--- config.mk ---
export PLATFORM = sky130hd
export DESIGN_NAME = card_pwr_ctrl
export DESIGN_NICKNAME = d
export VERILOG_FILES = /design/src/rtl/cpwr_pkg.sv /design/src/rtl/cpwr_warm_timer.sv /design/src/rtl/cpwr_state_fsm.sv /design/src/rtl/cpwr_pad_drive.sv /design/src/rtl/card_pwr_ctrl.sv
export SDC_FILE = /design/constraint.sdc
export NUM_CORES = 1
export LEC_CHECK = 0
export BUFFER_PORTS_ARGS = -buffer_cell sky130_fd_sc_hd__buf_2
export CAP_MARGIN = 20
export CORE_UTILIZATION = 42
export CTS_CLUSTER_SIZE = 12
export DETAILED_ROUTE_END_ITERATION = 8
export PLACE_DENSITY = 0.74
export SLEW_MARGIN = 15
export SYNTH_ARGS = -nofsm -noshare
export SYNTH_HDL_FRONTEND = slang
export SYNTH_HIERARCHICAL = 1
export SYNTH_SLANG_ARGS = --single-unit
--- constraint.sdc ---
create_clock -name clk -period 1.64 [get_ports clk]
set_clock_uncertainty 0.05 [all_clocks]
set_input_delay 0.082 -clock clk [delete_from_list [all_inputs] [get_ports clk]]
set_output_delay 0.082 -clock clk [all_outputs]
set_load 0.005 [all_outputs]
--- src/rtl/cpwr_pkg.sv ---
package cpwr_pkg;

    typedef enum logic [2:0] {
        PS_RESET = 3'd0,
        PS_OFF   = 3'd1,
        PS_CYCLE = 3'd2,
        PS_WARM  = 3'd3,
        PS_ON    = 3'd4
    } pstate_e;

    localparam logic [1:0] CODE_OFF   = 2'b00;
    localparam logic [1:0] CODE_RSVD  = 2'b01;
    localparam logic [1:0] CODE_CYCLE = 2'b10;
    localparam logic [1:0] CODE_ON    = 2'b11;

    localparam int RD_W    = 8;
    localparam int POL_BIT = 4;

    // target state of a valid write; the on code lands in warm-up
    function automatic pstate_e target_of(input logic [1:0] code);
        pstate_e t;
        unique case (code)
            CODE_OFF:   t = PS_OFF;
            CODE_CYCLE: t = PS_CYCLE;
            default:    t = PS_WARM;
        endcase
        return t;
    endfunction

endpackage

--- src/rtl/cpwr_warm_timer.sv ---
module cpwr_warm_timer #(
    parameter int WARM_CYCLES = 74
) (
    input  logic clk,
    input  logic rst,
    input  logic run,
    input  logic tick,
    output logic done
);
    localparam int CW = $clog2(WARM_CYCLES + 1);
    localparam logic [CW-1:0] LAST = CW'(WARM_CYCLES - 1);

    logic [CW-1:0] cnt;

    always_ff @(posedge clk) begin
        if (rst || !run) begin
            cnt <= '0;
        end else if (tick) begin
            cnt <= cnt + 1'b1;
        end
    end

    assign done = run && tick && (cnt == LAST);

endmodule

--- src/rtl/cpwr_state_fsm.sv ---
module cpwr_state_fsm
    import cpwr_pkg::*;
(
    input  logic       clk,
    input  logic       rst,
    input  logic       ctl_wr,
    input  logic [1:0] ctl_code,
    input  logic       ctl_pol,
    input  logic       warm_done,
    output pstate_e    state,
    output logic       pol
);
    pstate_e nxt;
    logic    pol_nxt;
    logic    wr_ok;

    assign wr_ok = ctl_wr && (ctl_code != CODE_RSVD);

    always_ff @(posedge clk) begin
        if (rst) begin
            state <= PS_RESET;
            pol   <= 1'b0;
        end else begin
            state <= nxt;
            pol   <= pol_nxt;
        end
    end

    always_comb begin
        nxt     = state;
        pol_nxt = wr_ok ? ctl_pol : pol;
        unique case (state)
            PS_RESET, PS_OFF, PS_CYCLE: begin
                if (wr_ok) begin
                    nxt = target_of(ctl_code);
                end
            end
            PS_WARM: begin
                if (wr_ok && ctl_code != CODE_ON) begin
                    nxt = target_of(ctl_code);
                end else if (warm_done) begin
                    nxt = PS_ON;
                end
            end
            PS_ON: begin
                if (wr_ok && ctl_code != CODE_ON) begin
                    nxt = target_of(ctl_code);
                end
            end
            default: nxt = PS_RESET;
        endcase
    end

endmodule

--- src/rtl/cpwr_pad_drive.sv ---
module cpwr_pad_drive
    import cpwr_pkg::*;
#(
    parameter int NDAT = 8
) (
    input  pstate_e         state,
    input  logic            pol,
    input  logic            cmd_dir_req,
    input  logic            dat_dir_req,
    output logic [1:0]      code,
    output logic            card_clk_en,
    output logic            pad_hold,
    output logic            pad_clk_lvl,
    output logic            pad_cmd_lvl,
    output logic [NDAT-1:0] pad_dat_lvl,
    output logic            host_ready,
    output logic            dir_cmd,
    output logic            dir_dat
);
    logic idle_lvl;
    logic cmd_out, dat_out;

    always_comb begin
        code        = CODE_OFF;
        card_clk_en = 1'b0;
        pad_hold    = 1'b1;
        pad_clk_lvl = 1'b0;
        idle_lvl    = 1'b0;
        host_ready  = 1'b0;
        cmd_out     = 1'b1;
        dat_out     = 1'b1;
        unique case (state)
            PS_RESET: begin
                code = CODE_OFF;
            end
            PS_OFF: begin
                code        = CODE_OFF;
                pad_clk_lvl = 1'b1;
                idle_lvl    = 1'b1;
            end
            PS_CYCLE: begin
                code = CODE_CYCLE;
            end
            PS_WARM: begin
                code        = CODE_ON;
                card_clk_en = 1'b1;
                idle_lvl    = 1'b1;
            end
            PS_ON: begin
                code        = CODE_ON;
                card_clk_en = 1'b1;
                pad_hold    = 1'b0;
                idle_lvl    = 1'b1;
                host_ready  = 1'b1;
                cmd_out     = cmd_dir_req;
                dat_out     = dat_dir_req;
            end
            default: begin
                code = CODE_OFF;
            end
        endcase
    end

    assign pad_cmd_lvl = idle_lvl;

    for (genvar g = 0; g < NDAT; g++) begin : g_lane
        assign pad_dat_lvl[g] = idle_lvl;
    end

    assign dir_cmd = cmd_out ^ pol;
    assign dir_dat = dat_out ^ pol;

endmodule

--- src/rtl/card_pwr_ctrl.sv ---
module card_pwr_ctrl
    import cpwr_pkg::*;
#(
    parameter int NDAT        = 8,
    parameter int WARM_CYCLES = 74
) (
    input  logic            clk,
    input  logic            rst,
    input  logic            ctl_wr,
    input  logic [1:0]      ctl_code,
    input  logic            ctl_pol,
    input  logic            card_tick,
    input  logic            cmd_dir_req,
    input  logic            dat_dir_req,
    output logic [7:0]      rd_data,
    output logic            card_clk_en,
    output logic            pad_hold,
    output logic            pad_clk_lvl,
    output logic            pad_cmd_lvl,
    output logic [NDAT-1:0] pad_dat_lvl,
    output logic            host_ready,
    output logic            dir_cmd,
    output logic            dir_dat
);
    pstate_e    state;
    logic       pol;
    logic       warm_done;
    logic [1:0] code;

    cpwr_state_fsm u_fsm (
        .clk       (clk),
        .rst       (rst),
        .ctl_wr    (ctl_wr),
        .ctl_code  (ctl_code),
        .ctl_pol   (ctl_pol),
        .warm_done (warm_done),
        .state     (state),
        .pol       (pol)
    );

    cpwr_warm_timer #(.WARM_CYCLES(WARM_CYCLES)) u_timer (
        .clk  (clk),
        .rst  (rst),
        .run  (state == PS_WARM),
        .tick (card_tick),
        .done (warm_done)
    );

    cpwr_pad_drive #(.NDAT(NDAT)) u_pads (
        .state       (state),
        .pol         (pol),
        .cmd_dir_req (cmd_dir_req),
        .dat_dir_req (dat_dir_req),
        .code        (code),
        .card_clk_en (card_clk_en),
        .pad_hold    (pad_hold),
        .pad_clk_lvl (pad_clk_lvl),
        .pad_cmd_lvl (pad_cmd_lvl),
        .pad_dat_lvl (pad_dat_lvl),
        .host_ready  (host_ready),
        .dir_cmd     (dir_cmd),
        .dir_dat     (dir_dat)
    );

    always_comb begin
        rd_data          = '0;
        rd_data[1:0]     = code;
        rd_data[POL_BIT] = pol;
    end

endmodule

* Word level (Yosys, flattened, before mapping)
Cells that the tools add are included.
** Cells by class
- Add/sub/neg operators :: 1
- Equality and inequality tests :: 11
- Mux-type cells :: 14
- Bitwise operators :: 2
- Reduce and logical (&&, ||, !) cells :: 12
** Operators with widths (count)
- 3-bit 2-to-1 mux :: 4
- 3-bit case mux with 3 select lines :: 1
- 2-bit case mux with 2 select lines :: 2
- 7-bit by 1-bit adder with 7-bit output, second input constant :: 1
- 7-bit == test, second input constant :: 1
- 1-bit 2-to-1 mux :: 7
- 3-bit by 2-bit == test with 1-bit output, second input constant :: 2
- 2-bit by 1-bit != test with 1-bit output, second input constant :: 3
- 3-bit OR reduction :: 2
- 1-bit logical AND :: 4
- 3-bit by 1-bit == test with 1-bit output, second input constant :: 1
- 3-bit == test, second input constant :: 1
- 3-bit zero test :: 1
- 3-bit != test, second input constant :: 1
- 3-bit AND reduction :: 1
- 2-bit == test, second input constant :: 1
- 2-bit zero test :: 1
- 2-bit != test, second input constant :: 1
- 2-bit OR reduction :: 1
- 1-bit XOR :: 2
- 1-bit zero test :: 1
- 1-bit logical OR :: 1
** Word-level totals
- Flip-flop bits (word level) :: 11
- Input bits :: 9
- Output and inout port bits :: 23
- Logic and storage cells :: 43

* Depth between registers and ports, before layout
Gate-level depths: netlist (run 1).
- Word-level depth :: 6
- Mapped depth :: 7
- Mapped depth without buffers :: 7

* Cells and area by module
Netlist (run 1), hierarchy kept.
** By module, submodules not included
- cpwr_warm_timer :: times used 1, cells each 37, area each 335.3 µm², seq. area each 140.1 µm²
- cpwr_state_fsm :: times used 1, cells each 29, area each 236.5 µm², seq. area each 80.1 µm²
- cpwr_pad_drive :: times used 1, cells each 22, area each 147.6 µm², seq. area each 0.0 µm²
- card_pwr_ctrl :: times used 1, cells each 8, area each 57.6 µm², seq. area each 0.0 µm²

* Least setup slack after synthesis (run 1)
No wires, ideal clock.
- Path type :: register to register
- Start point :: reg u_fsm.state[0]
- End point :: reg u_fsm.state[1]
- Setup time :: 121 ps
- Arrival time :: 1551 ps
- Data required time :: 1469 ps
- Setup slack :: -82 ps
- Cell stages (with the launch flop) :: 7
- Buffers on the path :: 0
- Period minus slack after synthesis :: 1722 ps
- Cell sequence :: dfxtp_1 -> and3b_1 -> nand4_1 -> nor4_1 -> nor2_1 -> a32o_1 -> mux2_4
** On the way
- Longest elaborated chain between the ends :: 5
- Elaborated cells between the ends (all ways) :: 13
- Classes of those cells :: eq/ne (7); mux (1); reduce/logical (5)
** Ends and longest elaborated chain
- start, declared :: line cpwr_state_fsm.sv:10 : output pstate_e state,
- start signal, assigned :: line cpwr_state_fsm.sv:24 : state <= nxt;
- 3-bit by 2-bit == test with 1-bit output :: line card_pwr_ctrl.sv:44 : .run (state == PS_WARM),
- 1-bit logical AND (2 in series) :: line cpwr_warm_timer.sv:23 : assign done = run && tick && (cnt == LAST);
- via warm_done :: line card_pwr_ctrl.sv:27 : logic warm_done;
- 3-bit != test (no line)
- 3-bit AND reduction (no line)
The timed path passes the listed nets, and every way through them passes these cells.
A chain may end at the register's enable or synchronous reset.

* Worst setup path in the final report (run 1)
- Start point :: reg u_fsm.state[2]
- End point :: reg u_fsm.state[1]
The elaborated chain is that of the path after synthesis.

==> Flow_metrics.wiki, run 1 <==
{| class="wikitable"
! Metric !! Value
|-
| Post-synthesis cell type with the largest combined area || dfxtp_1
|-
| First-pass GRT wire length || 2.36 mm
|-
| WL per Instance || 11.6 µm
|-
| Reported max-cap violation count || 0
|-
| Die Area || 2030 µm²
|-
| CTS tree || built
|-
| Source of the worst hold timing path || ctl_pol
|-
| Launch point of the worst path || u_fsm/state[2]$_SDFFE_PP0P_
|-
| Placed wire-length estimate || 1.14 mm
|-
| Leading cell types in the layout, fill and taps excluded || buf_2 (26), nor2_1 (11), buf_4 (8), o21ai_0 (8), dfxtp_1 (8)
|-
| Dominant cells by area after synthesis || dfxtp_1 (28%), buf_4 (14%), nor2_1 (5.3%), o21ai_0 (5.2%), xnor2_1 (3.4%)
|-
| Master cell of the clock root buffer || clkbuf_4
|-
| Maximum fanout count along the critical path || 2
|-
| Die Span X || 45.0 µm
|-
| Power density over the cells || 647 nW/µm²
|-
| Clock latency of the later-clocked register in the worst-skew pair || 0.27 ns
|-
| Crit Path Class || flop to flop
|-
| Total vias in the final route || 726
|-
| Slowest-stage cell, CP || dfxtp_2
|-
| Pin count of the biggest net entering global routing || 12
|-
| Final setup violation count || 1
|-
| Initial standard-cell utilization of the core || 45.0%
|-
| Critical-path cell list || and3b_1, nand4_1, nor4_2, nor2_1, a32o_2, mux2_4
|-
| Clock buffer depth || 2
|-
| Register Area || 224 µm²
|-
| Element type at the critical path end || flop
|-
| Number of remaining DRC errors || 0
|-
| Grt ovf || 0
|-
| Proportion of synthesized chip area in sequential cells || 28.3%
|-
| Post-synthesis to final-layout area growth || 20.6%
|-
| WP data arrival || 1.89 ns
|-
| Uppermost metal layer occupied by signal nets || met4
|-
| Final clock period utilization by the worst path || 108%
|-
| Reg clk slew, reported paths || 0.07 ns
|-
| Synthesis-stage register bit count || 11
|-
| Filler Cell Count || 170
|-
| PnR Total Power || 607 µW
|-
| Met3 routed WL || 99 µm
|-
| Post-synthesis instance area || 777 µm²
|-
| Post-synthesis async set-or-reset flop share || 0%
|-
| Rows || 15
|-
| Via count of the first global-routing pass || 556
|-
| Distinct cell type count of the synthesized netlist || 32
|-
| Hold Vio Cnt, Final || 0
|-
| Area taken by multi-input logic gates || 450 µm²
|-
| Layout Nets || 134
|-
| Unrepaired setup endpoints after global routing || true
|-
| Maximum operating frequency || 565 MHz
|-
| Post-layout minimum cycle time || 1.77 ns
|-
| Number of buffers added by the clock tree synthesis step || 3
|-
| Average size of a mapped cell || 8.09 µm²
|-
| Most instantiated flip-flop cell in the synthesis netlist || dfxtp_1
|-
| Synth top area share || 28.3%
|-
| Reg-to-reg startpoint || u_fsm/state[2]$_SDFFE_PP0P_
|-
| TritonCTS Sinks || 11
|-
| Number of detailed-routing iterations run before antenna repair || 4
|-
| Number of buffers added on ports || 26
|-
| Slew Limit Fails || 0
|-
| Failing checks || negative setup slack
|-
| Total buffers and inverters traversed by the critical path || 0
|-
| Antenna diode instance count || 0
|-
| Final wirelength || 1.71 mm
|-
| Setup Slack @ Placement || 0.00409 ns
|-
| Worst Setup Start Kind || flop
|-
| Family with the most delay on the worst path || simple AND/OR/NAND/NOR gates
|-
| Result of the run || finished with violations
|-
| Path type of the worst min-delay path || primary input to flop
|-
| Wire length on met2 || 829 µm
|-
| Total routed wire length on the met1 layer || 769 µm
|-
| Routability-driven placement congestion ratio || 0.748
|-
| Count of flip-flops with a built-in enable after synthesis || 0
|-
| Height of the die || 45.0 µm
|-
| Layout cells sized above 1 || 40.2%
|-
| Max incr delay on CP || 0.32 ns
|-
| Crit path setup slack, layout || -0.130 ns
|-
| Worst voltage drop across the vdd grid || 335 µV
|-
| H-tree lvl count || 1
|-
| Core Box Area || 1730 µm²
|-
| Via density per instance || 4.94
|-
| Gate count of the mapped netlist || 96
|-
| Cell leakage power || 0.448 nW
|-
| Overall Global Routing Usage || 16.0%
|-
| Detailed router's first-iteration violation count || 20
|-
| Initial antenna violation count || 0
|-
| Worst slack on hold paths || 0.00504 ns
|-
| Post-detailed-route count of antenna-violating nets || 0
|-
| CP Data Required Time || 1.76 ns
|-
| Leading cell type in the layout, fill and taps excluded || buf_2
|-
| YS warnings || 6
|-
| IO Pins || 32
|}
-- stage by stage --
step	cells	utilization, %	TNS [ns]	area (µm²)
2_1_floorplan	100	-	0	801
3_3_place_gp	140	50.9	0	878
3_5_place_dp	140	50.9	0	878
4_1_cts	144	52.6	-0.0344	908
5_1_grt	147	54.3	-0.425	937
6_report	147	54.3	-0.130	937
-- cell families (layout without fill, tap and decap cells) --
logic type | after synthesis | in the layout | synth area share (%)
XOR/XNOR | 6 | 6 | 6.76
adder cells (fa/ha/maj) | 2 | 2 | 3.22
flip-flops | 11 | 11 | 28.3
buffers and inverters | 21 | 42 | 18.5
multiplexers | 3 | 3 | 4.51
other | 1 | 5 | 0.483
AND/OR/NAND/NOR | 37 | 38 | 26.6
AO/OA/AOI/OAI | 15 | 15 | 11.6
-- synth_stat cells (2+ instances only) --
cell type	count
nor3_1	2
nand2_1	6
nor2_1	11
nor4b_1	2
dfxtp_1	11
nand2b_1	3
nand4_1	3
buf_4	15
mux2i_1	2
xor2_1	3
or3_1	2
xnor2_1	3
ha_1	2
o21ai_0	8
nor2b_1	2
inv_1	4
a21oi_1	2
-- power by group --
group	leakage, nW	internal, mW	switching [mW]
logic	0.342	0.0650	0.0719
registers	0.0904	0.275	0.00552
clock network	0.0150	0.0944	0.0944
-- final cells by class --
| type | instances | area share, % |
|---|---|---|
| multi-input cells | 69 | 48.1 |
| flip-flops and latches | 11 | 23.9 |
| repair buffers | 34 | 20.3 |
| well taps | 25 | 3.34 |
| clock buffers | 4 | 2.80 |
| inverters | 4 | 1.60 |
-- flip-flops by register name (all words and copies together) (netlist names) --
name         cells
u_timer/cnt      7
u_fsm/state      3
u_fsm/pol        1
-- timing repair --
item	4_1_cts	5_1_grt
endpoints found under the setup margin	10	14
pin swaps	0	5
resized for setup	2	3
gates cloned	0	1
setup buffers	0	2
hold buffers	0	0
-- metal layers --
layer	global-route usage, %	vias to the layer above
li1	-	360
met1	19.1	328
met2	26.4	34
met3	6.00	4
met4	5.45	0
met5	0	-
-- worst paths after layout --
check,to,slack (ns),depth (start not counted)
setup reg to reg,u_fsm/state[1]$_SDFFE_PP0P_,-0.13,6
hold / removal,u_fsm/pol$_SDFFE_PP0P_,0.005,3
setup / recovery,u_fsm/state[1]$_SDFFE_PP0P_,-0.13,6
hold reg to reg,u_timer/cnt[6]$_SDFFE_PP0P_,0.45,2
-- worst register-to-register path: cells and delay by family, from the launching register on --
family,cells,cell delay [ns]
flops,1,0.32
compound gates,1,0.26
mux,1,0.30
simple gates,4,0.73
Note: power is estimated with default switching activity, not from simulation.
==> inputs of run 2 (changes only) <==
ABC_AREA = 1   (was not set)
CORE_UTILIZATION = 43   (was 42)
TNS_END_PERCENT = 30   (was not set)
==> run 2 against run 1 <==
  * Synthesized area grew 10%
  * Largest cell class unchanged
  * Critical path depth grew 3
  * Non-clock buffer count shrank 5
  * Highest routed layer unchanged
  * The run now ends clean
==> Flow_metrics.wiki, run 2 <==
{| class="wikitable"
! Metric !! Value
|-
| Result of the run || complete, no violations
|-
| Number of remaining DRC errors || 0
|-
| Worst voltage drop across the vdd grid || 520 µV
|-
| Reg clk slew, reported paths || 0.07 ns
|-
| Post-route insts no fill || 184
|-
| Overall Global Routing Usage || 16.5%
|-
| Crit Path Class || flop to flop
|-
| Master cell of the clock root buffer || clkbuf_4
|-
| Average size of a mapped cell || 6.22 µm²
|-
| Placed wire-length estimate || 1.28 mm
|-
| IO Pins || 32
|-
| Post-detailed-route count of antenna-violating nets || 0
|-
| Final clock period utilization by the worst path || 84.2%
|-
| Pin count of the biggest net entering global routing || 12
|-
| PnR Total Power || 865 µW
|-
| Number of buffers added by the clock tree synthesis step || 3
|-
| Post-synthesis async set-or-reset flop share || 0%
|-
| Via count of the first global-routing pass || 673
|-
| Layout cells sized above 1 || 28.9%
|-
| Total vias in the final route || 849
|-
| WL per Instance || 8.99 µm
|-
| Rows || 15
|-
| Final wirelength || 1.65 mm
|-
| Gate count of the mapped netlist || 138
|-
| Path type of the worst min-delay path || primary input to flop
|-
| Hold Path Depth || 2
|-
| Slew Limit Fails || 0
|-
| Crit path setup slack, layout || 0.259 ns
|-
| Grt ovf || 0
|-
| TritonCTS Sinks || 11
|-
| Final instance area || 975 µm²
|-
| Register-to-register setup slack || 0.26 ns
|-
| Dominant cell by count in the synthesized netlist || nand2_1
|-
| Synth top area share || 25.7%
|-
| Placed Area || 932 µm²
|-
| DP Cell Count || 179
|-
| Element type at the critical path end || flop
|-
| Initial standard-cell utilization of the core || 47.6%
|-
| Height of the die || 46.7 µm
|-
| Maximum operating frequency || 724 MHz
|-
| Depth of the most critical reg-to-reg path || 9
|-
| Post-synthesis cell type with the largest combined area || dfxtp_1
|-
| Detailed router's first-iteration violation count || 23
|-
| Core Box Area || 1800 µm²
|-
| Clock buffer depth || 2
|-
| Setup Slack @ Placement || 0.156 ns
|-
| Worst Setup Start Kind || flop
|-
| Maximum fanout count along the critical path || 8
|-
| Post-layout minimum cycle time || 1.38 ns
|-
| First-pass GRT wire length || 2.52 mm
|-
| Antenna diode instance count || 0
|-
| H-tree lvl count || 1
|-
| WP data arrival || 1.49 ns
|-
| Unrepaired setup endpoints after global routing || false
|-
| Cell leakage power || 0.467 nW
|-
| Count of flip-flops with a built-in enable after synthesis || 0
|-
| Die Span X || 46.7 µm
|-
| Clock latency of the later-clocked register in the worst-skew pair || 0.26 ns
|-
| Post-synthesis instance area || 858 µm²
|-
| Hold Vio Cnt, Final || 0
|-
| Most instantiated flip-flop cell in the synthesis netlist || dfxtp_1
|-
| Distinct cell type count of the synthesized netlist || 20
|-
| Power density over the cells || 887 nW/µm²
|-
| Leading cell types in the layout, fill and taps excluded || nand2_1 (30), buf_2 (26), inv_1 (17), nor2_1 (17)
|-
| Final setup violation count || 0
|-
| Most frequent cells after synthesis || nand2_1 (30), inv_1 (17), nor2_1 (17)
|-
| Reported max-cap violation count || 0
|-
| Proportion of synthesized chip area in sequential cells || 25.7%
|-
| Dominant cells by area after synthesis || dfxtp_1 (26%), buf_4 (13%), nand2_1 (13%), inv_1 (7.4%), nor2_1 (7.4%)
|-
| CTS tree || built
|-
| Routability-driven placement congestion ratio || 0.784
|-
| Top reg by flops || u_timer/cnt
|-
| Post-route setup TNS || 0 ns
|-
| Layout Nets || 171
|-
| Synthesis-stage register bit count || 11
|-
| Via density per instance || 4.61
|-
| Leading cell type in the layout, fill and taps excluded || nand2_1
|-
| Number of detailed-routing iterations run before antenna repair || 4
|-
| Filler Cell Count || 190
|-
| Largest registers || u_timer/cnt x7, u_fsm/state x3, u_fsm/pol x1
|-
| Post-synthesis to final-layout area growth || 13.6%
|-
| Initial antenna violation count || 0
|-
| CP Data Required Time || 1.75 ns
|-
| Number of buffers added on ports || 26
|-
| YS warnings || 6
|-
| Largest register FFs || 7
|-
| Die Area || 2180 µm²
|}
==> run 2: changes by cell type after synthesis, sizes merged, moves of 6 or more <==
cell | before | now
nand2 | 6 | 33
inv | 4 | 19
nor2 | 11 | 22
a21oi | 2 | 8
nand3 | 0 | 11
==> run 2: final timing paths <==
path	from	endpoint
hold reg to reg	u_fsm/pol$_SDFFE_PP0P_	u_fsm/pol$_SDFFE_PP0P_
setup reg to reg	u_fsm/state[0]$_SDFFE_PP0P_	u_fsm/state[0]$_SDFFE_PP0P_
hold / removal	card_tick	u_timer/cnt[0]$_SDFFE_PP0P_
setup / recovery	u_fsm/state[0]$_SDFFE_PP0P_	u_fsm/state[0]$_SDFFE_PP0P_
==> run 2: critical path, cell delays in order (launching register included) <==
cell     delay (ns)
dfxtp_2        0.41
nand2_1        0.08
nor2_2         0.10
nand3_1        0.09
nor3_1         0.14
inv_1          0.06
nand3_1        0.09
nand3_2        0.10
nor2_1         0.11
nor2_1         0.05
==> run 2: cell families (layout without fill, tap and decap cells) <==
| kind of cell | Yosys count | after routing | share of synthesized area (%) |
|---|---|---|---|
| simple gates | 72 | 72 | 39.2 |
| flops | 11 | 11 | 25.7 |
| fa+ha+maj | 2 | 2 | 2.91 |
| buf+inv | 36 | 53 | 22.4 |
| other cells | 1 | 5 | 0.437 |
| compound gates | 16 | 16 | 9.33 |
==> run 2: layout make-up <==
type	instances	area, µm²	area share, %
multi-input combinational	95	464	47.6
sequential	11	223	22.8
timing repair buffer	29	155	15.9
inverter	20	75.1	7.70
tap	25	31.3	3.21
clock buffer	4	26.3	2.70
==> run 2: stage by stage <==
stage               utilization (%)  hold slack [ns]
finish                         54.1           0.0414
global route                   54.1           0.0616
CTS                            53.8           0.0368
detailed placement             51.7            0.242
global placement               51.7            0.240
floorplan                         -            0.101
==> run 2: layer usage <==
metal | wire [µm] | part of all wire, % | track usage, % | vias up
li1 | - | - | - | 458
met1 | 801 | 48 | 18.3 | 357
met2 | 746 | 45 | 28.9 | 32
met3 | 91 | 5.5 | 4.71 | 2
met4 | 14 | 0.85 | 6.86 | 0
met5 | 0 | 0 | 0 | -
==> run 2: repair_timing <==
action,4_1_cts,5_1_grt
buffers inserted,0,0
hold buffers,1,0
setup endpoints to repair,0,12
resized for setup,0,3
hold endpoints to repair,1,0
==> run 2: report_power, final <==
part	total (mW)	leakage (nW)	internal, mW	switching, mW
registers	0.324	0.0901	0.289	0.0356
clock network	0.182	0.0150	0.0941	0.0877
logic	0.358	0.362	0.160	0.199
total	0.865	0.467	0.543	0.322
==> inputs of run 3 (changes only) <==
clock period = 1.2 ns   (was 1.64 ns; I/O delays follow)
==> run 3 against run 2 <==
  * The flow now finishes with violations (negative setup slack)
  * Highest routed layer unchanged
  * Sequential power up 39%
  * Cell area grew 25%
  * Sequential share of layout area is 3.7 points lower
  * Largest cell class unchanged
  * Combinational power grew 110%
  * Utilization up 14 points
  * Count of clock-buffer cells in the layout did not move
  * Power rose by 66%
==> Flow_metrics.wiki, run 3 (synthesized netlist as in run 2, its figures left out) <==
{| class="wikitable"
! Metric !! Value
|-
| Initial antenna violation count || 0
|-
| Slowest-stage cell, CP || dfxtp_4
|-
| TritonCTS Sinks || 11
|-
| Number of remaining DRC errors || 0
|-
| Post-synthesis to final-layout area growth || 42.3%
|-
| Top reg by flops || u_timer/cnt
|-
| Number of buffers added by the clock tree synthesis step || 3
|-
| Power density over the cells || 1170 nW/µm²
|-
| Grt ovf || 0
|-
| Initial standard-cell utilization of the core || 47.6%
|-
| CTS tree || built
|-
| Master cell of the clock root buffer || clkbuf_4
|-
| Result of the run || finished with violations
|-
| Element type at the critical path end || output port
|-
| Reg clk slew, reported paths || 0.07 ns
|-
| Critical-path cell list || buf_6, nor2_4, nand3_1, nand2_1, nand2_1, buf_2
|-
| WP data arrival || 1.22 ns
|-
| Placed Area || 1030 µm²
|-
| Final instance area || 1220 µm²
|-
| Largest registers || u_timer/cnt x7, u_fsm/state x3, u_fsm/pol x1
|-
| Via density per instance || 4.77
|-
| Final setup violation count || 20
|-
| WL per Instance || 10.4 µm
|-
| Final wirelength || 2.05 mm
|-
| Antenna diode instance count || 0
|-
| Hold Vio Cnt, Final || 0
|-
| Maximum fanout count along the critical path || 5
|-
| Cell leakage power || 0.566 nW
|-
| Number of detailed-routing iterations run before antenna repair || 4
|-
| Crit Path Class || flop to output port
|-
| Overall Global Routing Usage || 17.0%
|-
| Post-layout minimum cycle time || 1.33 ns
|-
| Slew Limit Fails || 0
|-
| Leading cell type in the layout, fill and taps excluded || buf_2
|-
| Largest register FFs || 7
|-
| Number of buffers added on ports || 26
|-
| Die Span X || 46.7 µm
|-
| Worst voltage drop across the vdd grid || 850 µV
|-
| Via count of the first global-routing pass || 689
|-
| Worst Setup Start Kind || flop
|-
| Post-route setup TNS || -1.74 ns
|-
| CP Data Required Time || 1.09 ns
|-
| Failing checks || negative setup slack
|-
| Utilization of the core after routing || 67.8%
|-
| Most numerous cell on the critical path || nand2_1
|-
| Core Box Area || 1800 µm²
|-
| Final clock period utilization by the worst path || 110%
|-
| Post-route insts no fill || 198
|-
| Clock buffer depth || 2
|-
| Max incr delay on CP || 0.37 ns
|-
| Rows || 15
|-
| Routability-driven placement congestion ratio || 0.746
|-
| Path type of the worst min-delay path || primary input to flop
|-
| Placed wire-length estimate || 1.40 mm
|-
| IO Pins || 32
|-
| Layout cells sized above 1 || 46.8%
|-
| Height of the die || 46.7 µm
|-
| DP Cell Count || 190
|-
| Total vias in the final route || 944
|-
| Leading cell types in the layout, fill and taps excluded || buf_2 (26), nand2_1 (23), nor2_1 (16)
|-
| Detailed router's first-iteration violation count || 12
|-
| Unrepaired setup endpoints after global routing || true
|-
| Post-detailed-route count of antenna-violating nets || 0
|-
| H-tree lvl count || 1
|-
| Maximum operating frequency || 754 MHz
|-
| Clock latency of the later-clocked register in the worst-skew pair || 0.27 ns
|-
| Layout Nets || 185
|-
| First-pass GRT wire length || 2.58 mm
|-
| Crit path setup slack, layout || -0.126 ns
|-
| Die Area || 2180 µm²
|-
| Pin count of the biggest net entering global routing || 9
|-
| Reported max-cap violation count || 0
|}
-- run 3: cell count changes in the layout (fill, tap and decap cells not counted), moves of 3 or more --
cell	change
buf_4	+9
nand2_2	+4
dfxtp_4	+3
nand2_4	+3
nand3_1	-3
buf_6	+3
inv_1	-3
nand2_1	-7
dfxtp_1	-3
-- run 3: final timing paths --
check	startpoint	endpoint	slack [ns]	depth (start not counted)
min	card_tick	u_timer/cnt[1]$_SDFFE_PP0P_	0.01	2
max reg2reg	u_fsm/state[1]$_SDFFE_PP0P_	u_fsm/state[1]$_SDFFE_PP0P_	-0.11	9
min reg2reg	u_fsm/pol$_SDFFE_PP0P_	u_fsm/pol$_SDFFE_PP0P_	0.47	2
max	u_fsm/state[1]$_SDFFE_PP0P_	dir_dat	-0.13	6
-- run 3: layer usage --
layer	routed length (µm)	global-route usage, %	up-vias
met5	0	0	-
met4	20	8.57	0
met3	70	3.53	4
met2	1120	30.6	24
met1	837	18.5	430
li1	-	-	486
-- run 3: per-stage QoR --
| stage | power, mW | hold slack (ns) | worst slack [ns] |
|---|---|---|---|
| floorplan | 0.880 | 0.0791 | -0.0476 |
| global placement | 0.990 | 0.220 | -0.0451 |
| detailed placement | 1.00 | 0.226 | -0.107 |
| CTS | 1.35 | 0.00447 | -0.119 |
| global route | 1.55 | 0.00751 | -0.240 |
| finish | 1.43 | 0.0125 | -0.126 |
-- run 3: final cells by class --
type,instances,area (µm²)
clock buffer,4,26.3
fill,157,581
inverter,20,77.6
multi-input combinational,96,586
sequential,11,234
tap,25,31.3
timing repair buffer,42,267
-- run 3: timing repair --
item | 4_1_cts | 5_1_grt
endpoints found under the hold margin | 1 | 1
pin swaps | 5 | 2
resized for setup | 15 | 23
endpoints found under the setup margin | 20 | 23
hold buffers | 1 | 1
buffers inserted | 0 | 1
gates cloned | 1 | 0
-- run 3: power by group --
| group | leakage [nW] | internal [mW] | switching [mW] |
|---|---|---|---|
| Sequential | 0.0923 | 0.402 | 0.0467 |
| Clock | 0.0150 | 0.129 | 0.120 |
| Combinational | 0.458 | 0.335 | 0.399 |
| Total | 0.566 | 0.866 | 0.565 |
-- run 3: critical path, delay by kind of cell (launching register included) --
family	cells	cell delay, ns
simple gates	4	0.34
flops	1	0.37
buf+inv	2	0.24
